==> config.mk <==
export PLATFORM = sky130hd
export DESIGN_NAME = lt_seq
export DESIGN_NICKNAME = d
export VERILOG_FILES = /design/src/rtl/lt_pkg.sv /design/src/rtl/lt_lane_drv.sv /design/src/rtl/lt_wait_tmr.sv /design/src/rtl/lt_seq.sv
export SDC_FILE = /design/constraint.sdc
export NUM_CORES = 1
export LEC_CHECK = 0
export BUFFER_PORTS_ARGS = -buffer_cell sky130_fd_sc_hd__buf_2
export CAP_MARGIN = 30
export CORE_MARGIN = 2
export CORE_UTILIZATION = 55
export CTS_CLUSTER_SIZE = 28
export DETAILED_ROUTE_END_ITERATION = 7
export PLACE_DENSITY = 0.77
export RECOVER_POWER = 50
export SYNTH_ARGS = -nofsm -noshare
export SYNTH_HDL_FRONTEND = slang
export SYNTH_HIERARCHICAL = 1
export SYNTH_SLANG_ARGS = --single-unit
==> constraint.sdc <==
create_clock -name clk_i -period 6.6 [get_ports clk_i]
set_clock_uncertainty 0.2 [all_clocks]
set_input_delay 1.32 -clock clk_i [delete_from_list [all_inputs] [get_ports clk_i]]
set_output_delay 1.32 -clock clk_i [all_outputs]
set_load 0.01 [all_outputs]
==> src/rtl/lt_pkg.sv <==
package lt_pkg;
  localparam int unsigned NLANE  = 4;
  localparam int unsigned ADDR_W = 20;
  localparam int unsigned ST_B   = 6;
  localparam int unsigned CFG_B  = NLANE;
  localparam int unsigned PC2_B  = NLANE / 2;

  localparam logic [ADDR_W-1:0] A_PAT  = 20'h00102;
  localparam logic [ADDR_W-1:0] A_LCFG = 20'h00103;
  localparam logic [ADDR_W-1:0] A_PC2C = 20'h0010F;
  localparam logic [ADDR_W-1:0] A_STAT = 20'h00202;
  localparam logic [ADDR_W-1:0] A_PC2S = 20'h0020C;

  typedef enum logic [3:0] {
    S_IDLE, S_TP, S_CFG, S_PC2W, S_WAIT, S_ST, S_PC2R, S_EVAL, S_FIN
  } lt_state_e;
endpackage

==> src/rtl/lt_lane_drv.sv <==
module lt_lane_drv (
  input  logic [3:0] adj_i,
  input  logic [1:0] pc2_i,
  output logic [7:0] cfg_o,
  output logic [3:0] pc2n_o,
  output logic [1:0] sw_o,
  output logic [1:0] pe_o
);
  logic [1:0] pe, sw, hisw;
  assign pe   = adj_i[3:2];
  assign sw   = adj_i[1:0];
  assign hisw = 2'd3 - pe;

  always_comb begin
    pe_o = pe;
    if (pe == 2'd3) begin
      sw_o  = 2'd0;
      cfg_o = {2'b00, 1'b1, 2'd3, 1'b0, 2'd0};
    end else if (sw >= hisw) begin
      sw_o  = hisw;
      cfg_o = {2'b00, 1'b0, pe, 1'b1, hisw};
    end else begin
      sw_o  = sw;
      cfg_o = {2'b00, 1'b0, pe, 1'b0, sw};
    end
    pc2n_o = (pc2_i == 2'd3) ? 4'b0111 : {2'b00, pc2_i};
  end
endmodule

==> src/rtl/lt_wait_tmr.sv <==
module lt_wait_tmr #(
  parameter int unsigned TW = 32
) (
  input  logic          clk_i,
  input  logic          rst_ni,
  input  logic          load_i,
  input  logic [TW-1:0] val_i,
  output logic          exp_o
);
  logic [TW-1:0] cnt_q;

  always_ff @(posedge clk_i or negedge rst_ni) begin
    if (!rst_ni)              cnt_q <= '0;
    else if (load_i)          cnt_q <= val_i;
    else if (cnt_q != '0)     cnt_q <= cnt_q - 1'b1;
  end

  assign exp_o = (cnt_q == '0);
endmodule

==> src/rtl/lt_seq.sv <==
module lt_seq
  import lt_pkg::*;
#(
  parameter int unsigned MS_CYC  = 200000,
  parameter int unsigned CR_WAIT = 20000,
  parameter int unsigned EQ_WAIT = 80000
) (
  input  logic              clk_i,
  input  logic              rst_ni,
  input  logic              start_i,
  input  logic [2:0]        lanes_i,
  input  logic              tps3_i,
  input  logic [7:0]        rd_intv_i,
  output logic              aux_req_o,
  output logic              aux_wr_o,
  output logic [ADDR_W-1:0] aux_addr_o,
  output logic [2:0]        aux_len_o,
  output logic [31:0]       aux_wdata_o,
  input  logic [47:0]       aux_rdata_i,
  input  logic              aux_done_i,
  input  logic              aux_err_i,
  output logic [1:0]        pattern_o,
  output logic [7:0]        swing_o,
  output logic [7:0]        pre_o,
  output logic [7:0]        pc2_o,
  output logic              done_o,
  output logic              pass_o
);
  localparam int unsigned TW = 32;
  localparam logic [2:0] CR_TRIES = 3'd5;
  localparam logic [2:0] EQ_LAST  = 3'd5;

  lt_state_e st_q, st_d;
  logic [2:0] lanes_q, tries_q, try_nx;
  logic       tps3_q, eq_q, ok_q;
  logic [7:0] intv_q;
  logic [1:0] pat_q, last_sw_q;
  logic [ST_B-1:0][7:0]  stat_q;
  logic [7:0]            pc2st_q;
  logic [CFG_B-1:0][7:0] conf_q, conf_n;
  logic [PC2_B-1:0][7:0] pc2c_q, pc2c_n;
  logic [NLANE-1:0][1:0] sw_q, pe_q, pc2_q, sw_n, pe_n, pc2l_n;
  logic [NLANE-1:0] act, crb, eqb, lkb;
  logic go_cfg, go_fail, go_pass, go_eq, tmr_ld, tmr_exp;
  logic cr_all, eq_all, cr_lost, cr_abort, sw_chg;
  logic [TW-1:0] wait_len;

  for (genvar g = 0; g < NLANE; g++) begin : g_lane
    logic [3:0] st_nib, adj_nib, pc2n;
    logic [7:0] cfg;
    logic [1:0] sw, pe;
    assign st_nib  = stat_q[g/2][(g%2)*4 +: 4];
    assign adj_nib = stat_q[4 + g/2][(g%2)*4 +: 4];
    assign act[g]  = (3'(g) < lanes_q);
    assign crb[g]  = st_nib[0];
    assign eqb[g]  = st_nib[1];
    assign lkb[g]  = st_nib[2];

    lt_lane_drv i_drv (
      .adj_i (adj_nib),
      .pc2_i (pc2st_q[2*g +: 2]),
      .cfg_o (cfg),
      .pc2n_o(pc2n),
      .sw_o  (sw),
      .pe_o  (pe)
    );

    assign conf_n[g]                 = act[g] ? cfg : 8'h00;
    assign pc2c_n[g/2][(g%2)*4 +: 4] = act[g] ? pc2n : 4'h0;
    assign sw_n[g]   = act[g] ? sw : 2'd0;
    assign pe_n[g]   = act[g] ? pe : 2'd0;
    assign pc2l_n[g] = act[g] ? pc2st_q[2*g +: 2] : 2'd0;
  end

  always_comb begin
    cr_abort = 1'b0;
    for (int i = NLANE - 1; i >= 0; i--)
      if (act[i] && !crb[i]) cr_abort = conf_q[i][2];
  end

  assign cr_all  = &(crb | ~act);
  assign cr_lost = |(~crb & act);
  assign eq_all  = stat_q[2][0] && (&((crb & eqb & lkb) | ~act));
  assign sw_chg  = (conf_q[0][1:0] != last_sw_q);
  assign try_nx  = (sw_chg ? 3'd0 : tries_q) + 3'd1;

  assign wait_len = (intv_q != 8'd0) ? TW'(intv_q) * TW'(4 * MS_CYC)
                  : (eq_q ? TW'(EQ_WAIT) : TW'(CR_WAIT));

  lt_wait_tmr #(.TW(TW)) i_tmr (
    .clk_i (clk_i),
    .rst_ni(rst_ni),
    .load_i(tmr_ld),
    .val_i (wait_len),
    .exp_o (tmr_exp)
  );

  always_comb begin
    st_d = st_q; go_cfg = 1'b0; go_fail = 1'b0; go_pass = 1'b0;
    go_eq = 1'b0; tmr_ld = 1'b0;
    unique case (st_q)
      S_IDLE: if (start_i) st_d = S_TP;
      S_TP: if (aux_done_i) begin
        if (pat_q == 2'd0)  st_d = S_FIN;
        else if (aux_err_i) go_fail = 1'b1;
        else if (!eq_q)     go_cfg = 1'b1;
        else begin st_d = S_WAIT; tmr_ld = 1'b1; end
      end
      S_CFG: if (aux_done_i) begin
        if (aux_err_i)            go_fail = 1'b1;
        else if (eq_q && tps3_q)  st_d = S_PC2W;
        else begin st_d = S_WAIT; tmr_ld = 1'b1; end
      end
      S_PC2W: if (aux_done_i) begin
        if (aux_err_i) go_fail = 1'b1;
        else begin st_d = S_WAIT; tmr_ld = 1'b1; end
      end
      S_WAIT: if (tmr_exp) st_d = S_ST;
      S_ST: if (aux_done_i) begin
        if (aux_err_i)           go_fail = 1'b1;
        else if (eq_q && tps3_q) st_d = S_PC2R;
        else                     st_d = S_EVAL;
      end
      S_PC2R: if (aux_done_i) begin
        if (aux_err_i) go_fail = 1'b1;
        else           st_d = S_EVAL;
      end
      S_EVAL: if (!eq_q) begin
        if (cr_all)                           go_eq = 1'b1;
        else if (cr_abort || try_nx >= CR_TRIES) go_fail = 1'b1;
        else                                  go_cfg = 1'b1;
      end else begin
        if (eq_all)                           go_pass = 1'b1;
        else if (cr_lost || tries_q == EQ_LAST) go_fail = 1'b1;
        else                                  go_cfg = 1'b1;
      end
      S_FIN: st_d = S_IDLE;
      default: st_d = S_IDLE;
    endcase
    if (go_fail || go_pass || go_eq) st_d = S_TP;
    if (go_cfg) st_d = S_CFG;
  end

  always_ff @(posedge clk_i or negedge rst_ni) begin
    if (!rst_ni) begin
      st_q <= S_IDLE; lanes_q <= 3'd0; tps3_q <= 1'b0; intv_q <= 8'd0;
      eq_q <= 1'b0; ok_q <= 1'b0; tries_q <= 3'd0; last_sw_q <= 2'd0;
      pat_q <= 2'd0; stat_q <= '0; pc2st_q <= 8'h00;
      conf_q <= '0; pc2c_q <= '0; sw_q <= '0; pe_q <= '0; pc2_q <= '0;
    end else begin
      st_q <= st_d;
      if (st_q == S_IDLE && start_i) begin
        lanes_q <= lanes_i; tps3_q <= tps3_i; intv_q <= rd_intv_i;
        eq_q <= 1'b0; ok_q <= 1'b0; tries_q <= 3'd0; last_sw_q <= 2'd0;
        pat_q <= 2'd1; stat_q <= '0; pc2st_q <= 8'h00; conf_q <= '0;
        pc2c_q <= '0;
      end
      if (st_q == S_ST && aux_done_i && !aux_err_i)   stat_q  <= aux_rdata_i;
      if (st_q == S_PC2R && aux_done_i && !aux_err_i) pc2st_q <= aux_rdata_i[7:0];
      if (go_cfg) begin
        conf_q <= conf_n; pc2c_q <= pc2c_n;
        sw_q <= sw_n; pe_q <= pe_n; pc2_q <= pc2l_n;
        if (st_q == S_EVAL) begin
          if (!eq_q) begin
            tries_q   <= try_nx;
            last_sw_q <= conf_q[0][1:0];
          end else begin
            tries_q <= tries_q + 3'd1;
          end
        end
      end
      if (go_eq) begin
        eq_q <= 1'b1; tries_q <= 3'd0; pat_q <= tps3_q ? 2'd3 : 2'd2;
      end
      if (go_fail) begin pat_q <= 2'd0; ok_q <= 1'b0; end
      if (go_pass) begin pat_q <= 2'd0; ok_q <= 1'b1; end
    end
  end

  always_comb begin
    aux_req_o = 1'b1; aux_wr_o = 1'b0; aux_addr_o = A_STAT;
    aux_len_o = 3'd6; aux_wdata_o = 32'h0;
    unique case (st_q)
      S_TP:   begin aux_wr_o = 1'b1; aux_addr_o = A_PAT;  aux_len_o = 3'd1;
                    aux_wdata_o = {30'h0, pat_q}; end
      S_CFG:  begin aux_wr_o = 1'b1; aux_addr_o = A_LCFG; aux_len_o = 3'(CFG_B);
                    aux_wdata_o = conf_q; end
      S_PC2W: begin aux_wr_o = 1'b1; aux_addr_o = A_PC2C; aux_len_o = 3'(PC2_B);
                    aux_wdata_o = {16'h0, pc2c_q}; end
      S_ST:   ;
      S_PC2R: begin aux_addr_o = A_PC2S; aux_len_o = 3'd1; end
      default: aux_req_o = 1'b0;
    endcase
  end

  assign pattern_o = pat_q;
  assign swing_o   = sw_q;
  assign pre_o     = pe_q;
  assign pc2_o     = pc2_q;
  assign done_o    = (st_q == S_FIN);
  assign pass_o    = (st_q == S_FIN) && ok_q;
endmodule

==> summary.txt <==
Route
  • DRT iter0 DRCs: 454
  • DRC viols: 0
  • Post-Route WL: 24990 um
  • Vias per std cell: 5.589
  • Met1 wire length: 11170 um
  • 1st-pass router iterations: 5
  • Antenna-violating nets left: 0
  • Vias: 8557
  • Met2 WL: 12090 um
  • Max Used Layer: met4
  • Routed wl met3: 1249 um
  • Drt wl/cell: 16.32 um

Placement
  • IO buf count: 118
  • Detailed Place HPWL: 17650 um
  • Final GP Congestion: 0.9020
  • Pre-CTS setup slack: 1.951 ns

Logic synthesis
  • Post-Synth Adder-Cell Area: 0.1047
  • Post-synth EDFFs: 0
  • Largest family of logic cells by synthesized area: simple AND/OR/NAND/NOR gates
  • Xor-xnor portion of the synthesized cell area: 0.02831
  • Synth Area in Compound Gates: 0.1457
  • Top cells by area, synth: dfrtp_1 (37%), ha_1 (8.3%), mux2i_1 (6.6%), nand2_1 (6.5%), a22o_1 (4.7%)
  • Top-area cell type share of the netlist area: 0.3730
  • Synth Register Bits: 166
  • Top FF cell, synth: dfrtp_1
  • Synth warn: 6
  • Syn_area_per_cell: 9.398 um^2
  • Synth Area in Simple Gates: 0.1766
  • Area leader, netlist: dfrtp_1
  • Distinct cells, synth: 84
  • Mapped Cells: 1185
  • Post-synthesis mux area share: 0.06864
  • Seq/Total Area, Yosys: 0.3730
  • Mapped Area: 11140 um^2
  • Fraction of registers with async set or reset after synthesis: 1.000

STA
  • Final Cycle Share: 0.7016
  • Final Hold Vio Count: 0
  • Worst-margin pin slew: 1.026 ns
  • Slew HR: 0.3157
  • Max Fclk: 216.0 MHz
  • Max-slew violations: 0
  • Fin worst setup slack: 1.970 ns
  • Final setup viols: 0
  • Total negative slack: 0 ns
  • Min Tclk post-route: 4.630 ns
  • RSZ-0062 raised after global routing: no

Die
  • Initial core utilization: 0.5558
  • Core Area: 20040 um^2
  • Io pins: 150
  • Die Wd: 146.3 um
  • Die Y: 146.3 um
  • # rows: 52
  • Die ar.: 21400 um^2

Critical path
  • Worst path required time: 6.71 ns
  • Peak fanout along the critical path: 5
  • Slowest CP cell: dfrtp_1
  • WP data arrival: 4.74 ns
  • Startpoint types: flip-flop
  • Worst path max stage delay: 0.49 ns
  • Worst Setup End Kind: flip-flop
  • CP Cell Sequence: inv_1, ha_1, ha_1, inv_1, fa_1, inv_1, fa_1, ha_1, a21o_1, a221oi_1, a21boi_0, a21oi_1, xnor2_1, nor2_1, a221o_1
  • CP Class: reg2reg

GRT
  • Pin count of the biggest net entering global routing: 97
  • Initial antenna violation count: 1
  • Vias in the first global route: 8284
  • First-pass GRT wire length: 41260 um
  • Grt total ovfl: 0
  • Total GRT Usage: 0.2389

Clock tree
  • Clk root buf: clkbuf_16
  • Clock Path Buffers: 2
  • Setup Fix Bufs, Post-CTS: 0
  • Hold_buf cts: 0
  • CTS tree: built
  • H-tree levels: 4
  • CTS Buf Count: 17
  • Num Clock Sinks: 166
  • Clock Latency Late Sink: 0.43 ns
  • # resized after CTS: 0
  • CTS clk-pin slew, worst paths: 0.07 ns

Finish
  • Area growth syn-to-layout: 8.583%
  • Commonest cells after routing, fill and taps aside: nand2_1 (193), dfrtp_1 (166), inv_1 (94), buf_2 (91), ha_1 (74)
  • Final core utilization: 0.6035
  • Share of cells above drive strength 1: 0.1295
  • Most common cell after layout, fill and taps aside: nand2_1
  • NumNets Final: 1397

Worst hold path
  • Hold WC Path Type: reg2reg

Run
  • Max Cap Viol: 0

Power and ir drop
  • P_leak: 5.730 nW
  • Peak supply drop: 0.0006491 V
  • Pwr Density: 610.6 nW/um^2

Status
  • Status: completed
critical path: cells and delay by family, from the launching register on:
family | cells | cell delay [ns]
and+or+nand+nor | 1 | 0.08
adders and majority gates | 5 | 1.82
buffers and inverters | 3 | 0.29
DFF | 1 | 0.49
xor gates and xnor gates | 1 | 0.17
AOI/OAI and AO/OA | 5 | 1.48
final cells by class:
cell class	instances	area, um^2
clock buffer	18	439.2
inverter	95	356.6
multi-input combinational	838	5989
clock inverter	14	158.9
fill	1756	7946
sequential	166	4154
tap	270	337.8
timing repair buffer	128	651.9
antenna	2	5.005
cell families after synthesis:
group | after synthesis
AND/OR/NAND/NOR | 397
buffers and inverters | 212
AO/OA/AOI/OAI | 207
flip-flops | 166
adder cells (fa/ha/maj) | 86
multiplexers | 76
XOR/XNOR | 36
other | 5
worst paths after layout:
path | start | end | slack [ns] | depth (start not counted)
max | intv_q[6] | i_tmr/cnt_q[26] | 1.97 | 15
min | eqb[3] | eqb[3] | 0.31 | 1
max reg2reg | intv_q[6] | i_tmr/cnt_q[26] | 1.97 | 15
min reg2reg | eqb[3] | eqb[3] | 0.31 | 1
max in group asynchronous | rst_ni | conf_q[29] | 4.08 | 3
min in group asynchronous | rst_ni | st_q[3] | 0.81 | 2
state kept, by name, indices dropped and copies added, names as in the netlist:
signal / count
i_tmr/cnt_q: 32
pre_o: 8
swing_o: 8
eqb: 4
pattern_o: 2
crb: 4
stat_q: 1
intv_q: 8
tries_q: 3
conf_q: 32
tps3_q: 1
g_lane.adj_nib: 16
lanes_q: 3
ok_q: 1
eq_q: 1
pc2_o: 8
g_lane.st_nib: 4
last_sw_q: 2
pc2st_q: 8
st_q: 4
pc2c_q: 16
cell usage after synthesis (9+ instances only):
master    count
nor4_1       11
fa_1         12
clkbuf_1     54
xnor2_1      16
dfrtp_1     166
nor2_1       53
a21o_1       11
or3_1        13
nand2b_1     16
a21oi_1      19
and2_1       24
o21ai_0      31
mux2i_1      73
nor2b_1       9
nand3_1      10
a22o_1       60
inv_1        94
nor3_1       23
o31ai_1      12
ha_1         74
nand2_1     193
xor2_1       20
buf_4        44
per-layer routing:
layer	vias up	global-route usage
met5	-	0
met4	0	0.06505
met3	35	0.05250
met2	218	0.3993
met1	4182	0.3165
li1	4122	-
per-stage QoR:
stage | cells | power [mW] | hold slack (ns) | area [um^2]
2_1_floorplan | 1216 | 5.497 | 0.2657 | 11250
3_3_place_gp | 1496 | 6.213 | 0.2846 | 11500
4_1_cts | 1528 | 7.406 | 0.3048 | 12100
3_5_place_dp | 1496 | 6.336 | 0.2890 | 11500
5_1_grt | 1530 | 8.117 | 0.3178 | 12090
6_report | 1531 | 7.383 | 0.3058 | 12090
report_power, final:
part | total [mW] | internal [mW] | switching [mW]
Combinational | 4.54 | 2.01 | 2.53
Clock | 1.01 | 0.550 | 0.463
Sequential | 1.83 | 1.38 | 0.447
No activity file was read; power rests on OpenSTA's default activity.
